File: config.mk
export PLATFORM = sky130hd
export DESIGN_NAME = reg_write_guard
export DESIGN_NICKNAME = d
export VERILOG_FILES = /design/src/rtl/reg_write_guard_pkg.sv /design/src/rtl/reg_write_guard_ctrl.sv /design/src/rtl/reg_write_guard_dp.sv /design/src/rtl/reg_write_guard.sv
export SDC_FILE = /design/constraint.sdc
export NUM_CORES = 1
export LEC_CHECK = 0
export BUFFER_PORTS_ARGS = -buffer_cell sky130_fd_sc_hd__buf_4
export CAP_MARGIN = 20
export CORE_MARGIN = 2
export CORE_UTILIZATION = 32
export DETAILED_ROUTE_END_ITERATION = 16
export GPL_TIMING_DRIVEN = 0
export SETUP_SLACK_MARGIN = 0.3
export SLEW_MARGIN = 20
export SYNTH_ARGS = -nofsm -noshare
export SYNTH_HDL_FRONTEND = slang
export SYNTH_SLANG_ARGS = --single-unit
File: constraint.sdc
create_clock -name clk -period 1.9 [get_ports clk]
set_clock_uncertainty 0.1 [all_clocks]
set_input_delay 0.095 -clock clk [delete_from_list [all_inputs] [get_ports clk]]
set_output_delay 0.095 -clock clk [all_outputs]
set_load 0.005 [all_outputs]
File: src/rtl/reg_write_guard_pkg.sv
package reg_write_guard_pkg;

  localparam int ADDR_W = 8;
  localparam int DATA_W = 16;

  localparam logic [ADDR_W-1:0] ADR_ALERT      = 8'h10;
  localparam logic [ADDR_W-1:0] ADR_FAULT_STAT = 8'h1E;
  localparam logic [ADDR_W-1:0] ADR_COMMAND    = 8'h23;

  localparam int IFERR_BIT       = 0;
  localparam int ALERT_FAULT_BIT = 9;

  typedef enum logic [2:0] {
    ACC_NONE,
    ACC_RO,
    ACC_RW,
    ACC_W1C,
    ACC_CMD
  } accKind_e;

  typedef struct packed {
    accKind_e          kind;
    logic              wide;
    logic [DATA_W-1:0] rsvd;
  } regInfo_t;

  typedef struct packed {
    logic resValid;
    logic resAccept;
    logic commit;
    logic cmdLoad;
    logic setFault;
    logic clrIfErr;
    logic clrAlert;
  } strobes_t;

  // Width, access kind and reserved mask for every mapped address.
  function automatic regInfo_t lookupReg(input logic [ADDR_W-1:0] a);
    regInfo_t r;
    r.kind = ACC_NONE;
    r.wide = 1'b0;
    r.rsvd = '0;
    case (a)
      8'h00, 8'h02, 8'h04,
      8'h20, 8'h22, 8'h70: begin
        r.kind = ACC_RO;
        r.wide = 1'b1;
      end
      8'h10: begin
        r.kind = ACC_W1C;
        r.wide = 1'b1;
      end
      8'h12, 8'h28: begin
        r.kind = ACC_RW;
        r.wide = 1'b1;
      end
      8'h72, 8'h74, 8'h76, 8'h78: begin
        r.kind = ACC_RW;
        r.wide = 1'b1;
        r.rsvd = 16'hFC00;
      end
      8'h14, 8'h15, 8'h18, 8'h1B: r.kind = ACC_RW;
      8'h19, 8'h1A: begin
        r.kind = ACC_RW;
        r.rsvd = 16'h0080;
      end
      8'h1C, 8'h1D: r.kind = ACC_RO;
      8'h1E:        r.kind = ACC_W1C;
      8'h23:        r.kind = ACC_CMD;
      default:      r.kind = ACC_NONE;
    endcase
    return r;
  endfunction

  function automatic logic knownOpcode(input logic [7:0] op);
    logic ok;
    case (op)
      8'h11, 8'h22, 8'h33, 8'h44, 8'h55,
      8'h66, 8'h77, 8'h88, 8'h99: ok = 1'b1;
      default:                    ok = 1'b0;
    endcase
    return ok;
  endfunction

endpackage

File: src/rtl/reg_write_guard_ctrl.sv
module reg_write_guard_ctrl
  import reg_write_guard_pkg::*;
#(
  parameter int LEN_W = 4,
  parameter int IDX_W = 4
) (
  input  logic              txnDone,
  input  logic [ADDR_W-1:0] txnAddr,
  input  logic [LEN_W-1:0]  txnLen,
  input  logic [DATA_W-1:0] txnData,
  input  logic              rdValid,
  input  logic [ADDR_W-1:0] rdAddr,
  input  logic [IDX_W-1:0]  rdIndex,
  output strobes_t          stb,
  output logic              wrWide
);

  localparam logic [LEN_W-1:0] LEN_PTR    = LEN_W'(1);
  localparam logic [LEN_W-1:0] LEN_NARROW = LEN_W'(2);
  localparam logic [LEN_W-1:0] LEN_WIDE   = LEN_W'(3);
  localparam logic [IDX_W-1:0] IDX_NARROW = IDX_W'(1);
  localparam logic [IDX_W-1:0] IDX_WIDE   = IDX_W'(2);

  regInfo_t wrInfo;
  regInfo_t rdInfo;
  logic     pointerOnly;
  logic     widthOk;
  logic     rsvdOk;
  logic     accessOk;
  logic     opcodeOk;
  logic     wrGood;
  logic     wrReject;
  logic     wrCommit;
  logic     rdBad;

  // write-side checks
  always_comb begin
    wrInfo      = lookupReg(txnAddr);
    pointerOnly = (txnLen <= LEN_PTR);
    widthOk     = (txnLen == (wrInfo.wide ? LEN_WIDE : LEN_NARROW));
    rsvdOk      = ((txnData & wrInfo.rsvd) == '0);
    accessOk    = (wrInfo.kind == ACC_RW) || (wrInfo.kind == ACC_W1C) ||
                  (wrInfo.kind == ACC_CMD);
    opcodeOk    = (wrInfo.kind != ACC_CMD) || knownOpcode(txnData[7:0]);
    wrGood      = widthOk && rsvdOk && accessOk && opcodeOk;
    wrReject    = txnDone && !pointerOnly && !wrGood;
    wrCommit    = txnDone && !pointerOnly && wrGood;
    wrWide      = wrInfo.wide;
  end

  // read-side checks
  always_comb begin
    rdInfo = lookupReg(rdAddr);
    rdBad  = rdValid &&
             ((rdInfo.kind == ACC_NONE) || (rdInfo.kind == ACC_CMD) ||
              (rdIndex >= (rdInfo.wide ? IDX_WIDE : IDX_NARROW)));
  end

  always_comb begin
    stb.resValid  = txnDone;
    stb.resAccept = txnDone && !wrReject;
    stb.commit    = wrCommit;
    stb.cmdLoad   = wrCommit && (txnAddr == ADR_COMMAND);
    stb.setFault  = wrReject || rdBad;
    stb.clrIfErr  = wrCommit && (txnAddr == ADR_FAULT_STAT) && txnData[IFERR_BIT];
    stb.clrAlert  = wrCommit && (txnAddr == ADR_ALERT) && txnData[ALERT_FAULT_BIT];
  end

endmodule

File: src/rtl/reg_write_guard_dp.sv
module reg_write_guard_dp
  import reg_write_guard_pkg::*;
(
  input  logic              clk,
  input  logic              rstN,
  input  strobes_t          stb,
  input  logic              wrWide,
  input  logic [ADDR_W-1:0] txnAddr,
  input  logic [DATA_W-1:0] txnData,
  output logic              resValid,
  output logic              resAccept,
  output logic              commitEn,
  output logic [ADDR_W-1:0] commitAddr,
  output logic [DATA_W-1:0] commitData,
  output logic              commitWide,
  output logic              ifErr,
  output logic              alertFault,
  output logic [7:0]        cmdLast
);

  localparam int HALF_W = DATA_W / 2;

  logic [DATA_W-1:0] shapedData;

  always_comb begin
    shapedData = wrWide ? txnData : {{HALF_W{1'b0}}, txnData[HALF_W-1:0]};
  end

  // verdict and commit path
  always_ff @(posedge clk) begin
    if (!rstN) begin
      resValid   <= 1'b0;
      resAccept  <= 1'b0;
      commitEn   <= 1'b0;
      commitAddr <= '0;
      commitData <= '0;
      commitWide <= 1'b0;
    end else begin
      resValid  <= stb.resValid;
      resAccept <= stb.resAccept;
      commitEn  <= stb.commit;
      if (stb.commit) begin
        commitAddr <= txnAddr;
        commitData <= shapedData;
        commitWide <= wrWide;
      end
    end
  end

  // sticky fault flags; raising beats clearing
  always_ff @(posedge clk) begin
    if (!rstN) begin
      ifErr      <= 1'b0;
      alertFault <= 1'b0;
    end else begin
      if (stb.setFault)      ifErr <= 1'b1;
      else if (stb.clrIfErr) ifErr <= 1'b0;
      if (stb.setFault)      alertFault <= 1'b1;
      else if (stb.clrAlert) alertFault <= 1'b0;
    end
  end

  always_ff @(posedge clk) begin
    if (!rstN)           cmdLast <= '0;
    else if (stb.cmdLoad) cmdLast <= txnData[7:0];
  end

endmodule

File: src/rtl/reg_write_guard.sv
module reg_write_guard
  import reg_write_guard_pkg::*;
#(
  parameter int LEN_W = 4,
  parameter int IDX_W = 4
) (
  input  logic              clk,
  input  logic              rstN,
  input  logic              txnDone,
  input  logic [7:0]        txnAddr,
  input  logic [LEN_W-1:0]  txnLen,
  input  logic [15:0]       txnData,
  input  logic              rdValid,
  input  logic [7:0]        rdAddr,
  input  logic [IDX_W-1:0]  rdIndex,
  output logic              resValid,
  output logic              resAccept,
  output logic              commitEn,
  output logic [7:0]        commitAddr,
  output logic [15:0]       commitData,
  output logic              commitWide,
  output logic              ifErr,
  output logic              alertFault,
  output logic [7:0]        cmdLast
);

  strobes_t stb;
  logic     wrWide;

  reg_write_guard_ctrl #(.LEN_W(LEN_W), .IDX_W(IDX_W)) u_ctrl (
    .txnDone (txnDone),
    .txnAddr (txnAddr),
    .txnLen  (txnLen),
    .txnData (txnData),
    .rdValid (rdValid),
    .rdAddr  (rdAddr),
    .rdIndex (rdIndex),
    .stb     (stb),
    .wrWide  (wrWide)
  );

  reg_write_guard_dp u_dp (
    .clk        (clk),
    .rstN       (rstN),
    .stb        (stb),
    .wrWide     (wrWide),
    .txnAddr    (txnAddr),
    .txnData    (txnData),
    .resValid   (resValid),
    .resAccept  (resAccept),
    .commitEn   (commitEn),
    .commitAddr (commitAddr),
    .commitData (commitData),
    .commitWide (commitWide),
    .ifErr      (ifErr),
    .alertFault (alertFault),
    .cmdLast    (cmdLast)
  );

endmodule

==> impl_results.html <==
<table>
<tr><th>Metric</th><th>Value</th></tr>
<tr><th colspan="2">Timing</th></tr>
<tr><td>Highest Clock Rate</td><td>502 MHz</td></tr>
<tr><td>Final setup vio count</td><td>27</td></tr>
<tr><td>Tightest Pin Transition</td><td>924 ps</td></tr>
<tr><td>Final max-slew violation count</td><td>0</td></tr>
<tr><td>PnR worst setup slack</td><td>-93.0 ps</td></tr>
<tr><td>Worst relative slew slack</td><td>38.1%</td></tr>
<tr><td>Final Critical Period</td><td>1990 ps</td></tr>
<tr><td>Number of hold violations in the final report</td><td>1</td></tr>
<tr><td>Fin crit share</td><td>105%</td></tr>
<tr><td>Final hold slack</td><td>-3.45 ps</td></tr>
<tr><td>Setup repair after global routing missed its margin</td><td>yes</td></tr>
<tr><th colspan="2">Finish</th></tr>
<tr><td>Summed area of non-filler cells in the final layout</td><td>3080 um2</td></tr>
<tr><td>Area growth from synthesis to final layout</td><td>59.6%</td></tr>
<tr><td>Area occupied by multi-input gates</td><td>1160 um2</td></tr>
<tr><td>Fill cell instance count of the final layout</td><td>566</td></tr>
<tr><td>Area taken by flip-flops and latches</td><td>761 um2</td></tr>
<tr><td>Number of nets in the finished design</td><td>369</td></tr>
<tr><td>Antenna fix cells</td><td>0</td></tr>
<tr><td>Layout cell share with drive strength beyond 1</td><td>37.0%</td></tr>
<tr><th colspan="2">Die</th></tr>
<tr><td>Die area</td><td>6660 um2</td></tr>
<tr><td>Horizontal extent of the die</td><td>81.6 um</td></tr>
<tr><td>Placeable core region</td><td>5890 um2</td></tr>
<tr><td>Y dimension of the die</td><td>81.6 um</td></tr>
<tr><td>Initial core utilization</td><td>32.8%</td></tr>
<tr><td># rows</td><td>28</td></tr>
<tr><td>Boundary Pins</td><td>82</td></tr>
<tr><th colspan="2">Global route</th></tr>
<tr><td>Total global routing track utilization</td><td>16.9%</td></tr>
<tr><td>Antenna violations before repair</td><td>0</td></tr>
<tr><td>Vias in the first global route</td><td>1840</td></tr>
<tr><td>First-pass GRT wire length</td><td>8580 um</td></tr>
<tr><td>GR Overflow Total</td><td>0</td></tr>
<tr><td>Maximum number of pins on one net before global-route repair</td><td>12</td></tr>
<tr><th colspan="2">CTS</th></tr>
<tr><td>Deepest level of the CTS H-tree</td><td>2</td></tr>
<tr><td>Clock slew at the register clock pins of the worst setup and hold paths</td><td>70 ps</td></tr>
<tr><td>Max Root-Sink Buffers</td><td>2</td></tr>
<tr><td>Number of CTS-inserted buffers</td><td>5</td></tr>
<tr><td>Clk sinks</td><td>38</td></tr>
<tr><td>TritonCTS clock tree</td><td>built</td></tr>
<tr><td>Clk Tree Root Cell</td><td>sky130_fd_sc_hd__clkbuf_8</td></tr>
<tr><td>Worst-Skew Late Latency</td><td>280 ps</td></tr>
<tr><th colspan="2">Min path</th></tr>
<tr><td>Count of cells along the worst hold path</td><td>3</td></tr>
<tr><td>End point of the worst hold path</td><td>u_dp.cmdLast[7]</td></tr>
<tr><td>Origin of the worst min-delay path</td><td>txnData[3]</td></tr>
<tr><td>Tightest Hold Check Type</td><td>input port to flop</td></tr>
<tr><th colspan="2">Logic synthesis</th></tr>
<tr><td>Most common flop cell mapped by yosys</td><td>sky130_fd_sc_hd__dfxtp_1</td></tr>
<tr><td>Total of warnings raised by yosys</td><td>0</td></tr>
<tr><td>Net count after synthesis</td><td>263</td></tr>
<tr><td>Sequential element share of the synthesized area</td><td>39.5%</td></tr>
<tr><td>Post-synthesis area per instance</td><td>8.89 um2</td></tr>
<tr><td>Synthesized area</td><td>1930 um2</td></tr>
<tr><td>Number of unique standard cell types used by synthesis</td><td>50</td></tr>
<tr><td>Flip-flop and latch count after synthesis</td><td>38</td></tr>
<tr><td>Async set or reset register ratio after synthesis</td><td>0%</td></tr>
<tr><td>Number of cells produced by synthesis</td><td>217</td></tr>
<tr><td>EDFF count, synth</td><td>0</td></tr>
<tr><th colspan="2">Drt</th></tr>
<tr><td>Total DRC errors in the routed layout</td><td>0</td></tr>
<tr><td>DR WL/cell</td><td>13.7 um</td></tr>
<tr><td>Vias</td><td>1904</td></tr>
<tr><td>Vias/cell</td><td>4.77</td></tr>
<tr><td>Total wire length</td><td>5460 um</td></tr>
<tr><td>Antenna Violating Nets Remaining</td><td>0</td></tr>
<tr><td>Detailed-routing iteration count for the pre-antenna-repair pass</td><td>5</td></tr>
<tr><td>DR iter-0 viols</td><td>56</td></tr>
<tr><th colspan="2">Power</th></tr>
<tr><td>Power per unit of standard cell area</td><td>557 nW/um2</td></tr>
<tr><td>Static leakage</td><td>1.50 nW</td></tr>
<tr><td>Largest voltage drop on the vdd net</td><td>0.384 mV</td></tr>
<tr><th colspan="2">Setup path</th></tr>
<tr><td>Category of the worst setup path launch point</td><td>input port</td></tr>
<tr><td>Kind of end point of the critical path</td><td>flop</td></tr>
<tr><td>RR Endpoint</td><td>u_dp.commitWide</td></tr>
<tr><td>Source of the worst register-to-register timing path</td><td>u_dp.commitWide</td></tr>
<tr><td>Register-to-register setup slack</td><td>1000 ps</td></tr>
<tr><td>Crit Path Class</td><td>input port to flop</td></tr>
<tr><td>Worst Reg-to-Reg Cells</td><td>2</td></tr>
<tr><td>Arrival @ worst endpoint</td><td>2060 ps</td></tr>
<tr><td>Critical path peak fanout</td><td>5</td></tr>
<tr><td>Worst path required time</td><td>1960 ps</td></tr>
<tr><th colspan="2">Placed design</th></tr>
<tr><td>DP Area</td><td>2630 um2</td></tr>
<tr><td>RD Place Congestion</td><td>0.804</td></tr>
<tr><td>Placed wire-length estimate after detailed placement</td><td>3940 um</td></tr>
<tr><td>IO Port Bufs</td><td>76</td></tr>
<tr><th colspan="2">Outcome</th></tr>
<tr><td>Violated checks</td><td>negative hold slack, negative setup slack</td></tr>
<tr><td>Run status</td><td>finished with violations</td></tr>
<tr><th colspan="2">Job</th></tr>
<tr><td>Max capacitance violation total</td><td>0</td></tr>
</table>
-- metal layers --
metal | routed length [um] | global-route usage (%) | vias up | part of all wire (%)
li1 | - | - | 981 | -
met1 | 2440 | 21.2 | 856 | 45
met2 | 2500 | 27.5 | 61 | 46
met3 | 466 | 5.82 | 6 | 8.5
met4 | 48 | 5.00 | 0 | 0.88
met5 | 0 | 0 | - | 0
-- kinds of logic (layout without fill, tap and decap cells) --
| family | after synthesis | in the layout | synth area share (%) |
|---|---|---|---|
| AND/OR/NAND/NOR | 91 | 91 | 23.2 |
| flip-flops | 38 | 38 | 39.5 |
| XOR/XNOR | 5 | 5 | 2.27 |
| AO/OA/AOI/OAI | 32 | 32 | 12.0 |
| adder cells (fa/ha/maj) | 2 | 2 | 1.30 |
| buffers and inverters | 17 | 124 | 5.13 |
| multiplexers | 32 | 32 | 16.7 |
-- state kept, by name, indices dropped and copies added, names as in the netlist --
name and flops:
u_dp.commitData 16, u_dp.cmdLast 8, u_dp.commitAddr 8, u_dp.alertFault 1, u_dp.commitEn 1, u_dp.commitWide 1, u_dp.ifErr 1, u_dp.resAccept 1
u_dp.resValid 1
-- worst max path at each step --
stage / startpoint / slack (ps) / depth (start not counted) / endpoint
final: txnData[10] / -90 / 9 / u_dp.commitData[5]
after global routing: txnData[1] / -180 / 10 / u_dp.commitData[2]
after CTS: txnData[1] / -100 / 10 / u_dp.commitData[6]
after detailed placement: txnAddr[7] / -490 / 10 / u_dp.commitData[6]
after global placement: txnAddr[7] / -500 / 10 / u_dp.commitAddr[1]
after floorplan: txnData[1] / -180 / 9 / u_dp.commitAddr[0]
-- critical path, stage by stage --
cell	delay, ps
sky130_fd_sc_hd__buf_6	90
sky130_fd_sc_hd__or4_4	550
sky130_fd_sc_hd__o311ai_4	280
sky130_fd_sc_hd__o21ai_2	110
sky130_fd_sc_hd__a2111o_1	430
sky130_fd_sc_hd__buf_6	160
sky130_fd_sc_hd__buf_12	140
sky130_fd_sc_hd__mux2i_1	140
sky130_fd_sc_hd__nor2_1	50
-- area by class of cell --
class | count | area share, %
multi-input cells | 162 | 37.8
repair buffers | 99 | 27.1
flip-flops and latches | 38 | 24.7
plain buffers | 12 | 3.21
well taps | 75 | 3.05
clock buffers | 7 | 2.48
clock inverters | 1 | 0.976
inverters | 5 | 0.610
-- timing repair --
action,in CTS,in global routing
hold buffers,15,0
gates cloned,2,0
setup endpoints to repair,36,36
pin swaps,7,8
hold endpoints to repair,23,0
setup buffers,6,0
gates resized for setup,17,10
-- Yosys cell counts (3+ instances only) --
master	number	area, um2
sky130_fd_sc_hd__mux2i_1	31	310
sky130_fd_sc_hd__nand3_1	6	30.0
sky130_fd_sc_hd__o21ai_0	9	45.0
sky130_fd_sc_hd__nand2_1	26	97.6
sky130_fd_sc_hd__clkbuf_1	4	15.0
sky130_fd_sc_hd__nor2_1	31	116
sky130_fd_sc_hd__nor3_1	3	15.0
sky130_fd_sc_hd__dfxtp_1	38	761
sky130_fd_sc_hd__nand2b_1	3	18.8
sky130_fd_sc_hd__xnor2_1	3	26.3
sky130_fd_sc_hd__and2_1	3	18.8
sky130_fd_sc_hd__inv_1	4	15.0
sky130_fd_sc_hd__buf_2	4	20.0
sky130_fd_sc_hd__a31oi_1	5	31.3
-- where the power goes --
part           switching, mW  internal [mW]  total, mW
clock                  0.269          0.393      0.662
combinational          0.115          0.134      0.249
sequential           0.00362          0.801      0.805
-- per-stage QoR --
| step | std cells | power, mW | setup WS (ps) | utilization [%] | setup TNS, ps |
|---|---|---|---|---|---|
| after floorplan | 217 | 0.912 | -182 | - | -3230 |
| after global placement | 368 | 1.03 | -500 | 44.7 | -13900 |
| after detailed placement | 368 | 1.03 | -492 | 44.7 | -13390 |
| after CTS | 399 | 1.73 | -104 | 51.4 | -2080 |
| after global routing | 399 | 1.80 | -176 | 52.3 | -3380 |
| final | 399 | 1.72 | -93.0 | 52.3 | -1450 |
-- cells in the final DEF (no fill, tap or decap), drive strengths merged, types with 5 or more instances in the layout --
cell type / count
buf: 92
dfxtp: 38
nor2: 31
mux2i: 31
nand2: 26
dlygate4sd3: 15
clkbuf: 11
o21ai: 9
nand3: 6
inv: 5
a31oi: 5
Power figures use the tool's default switching activity.
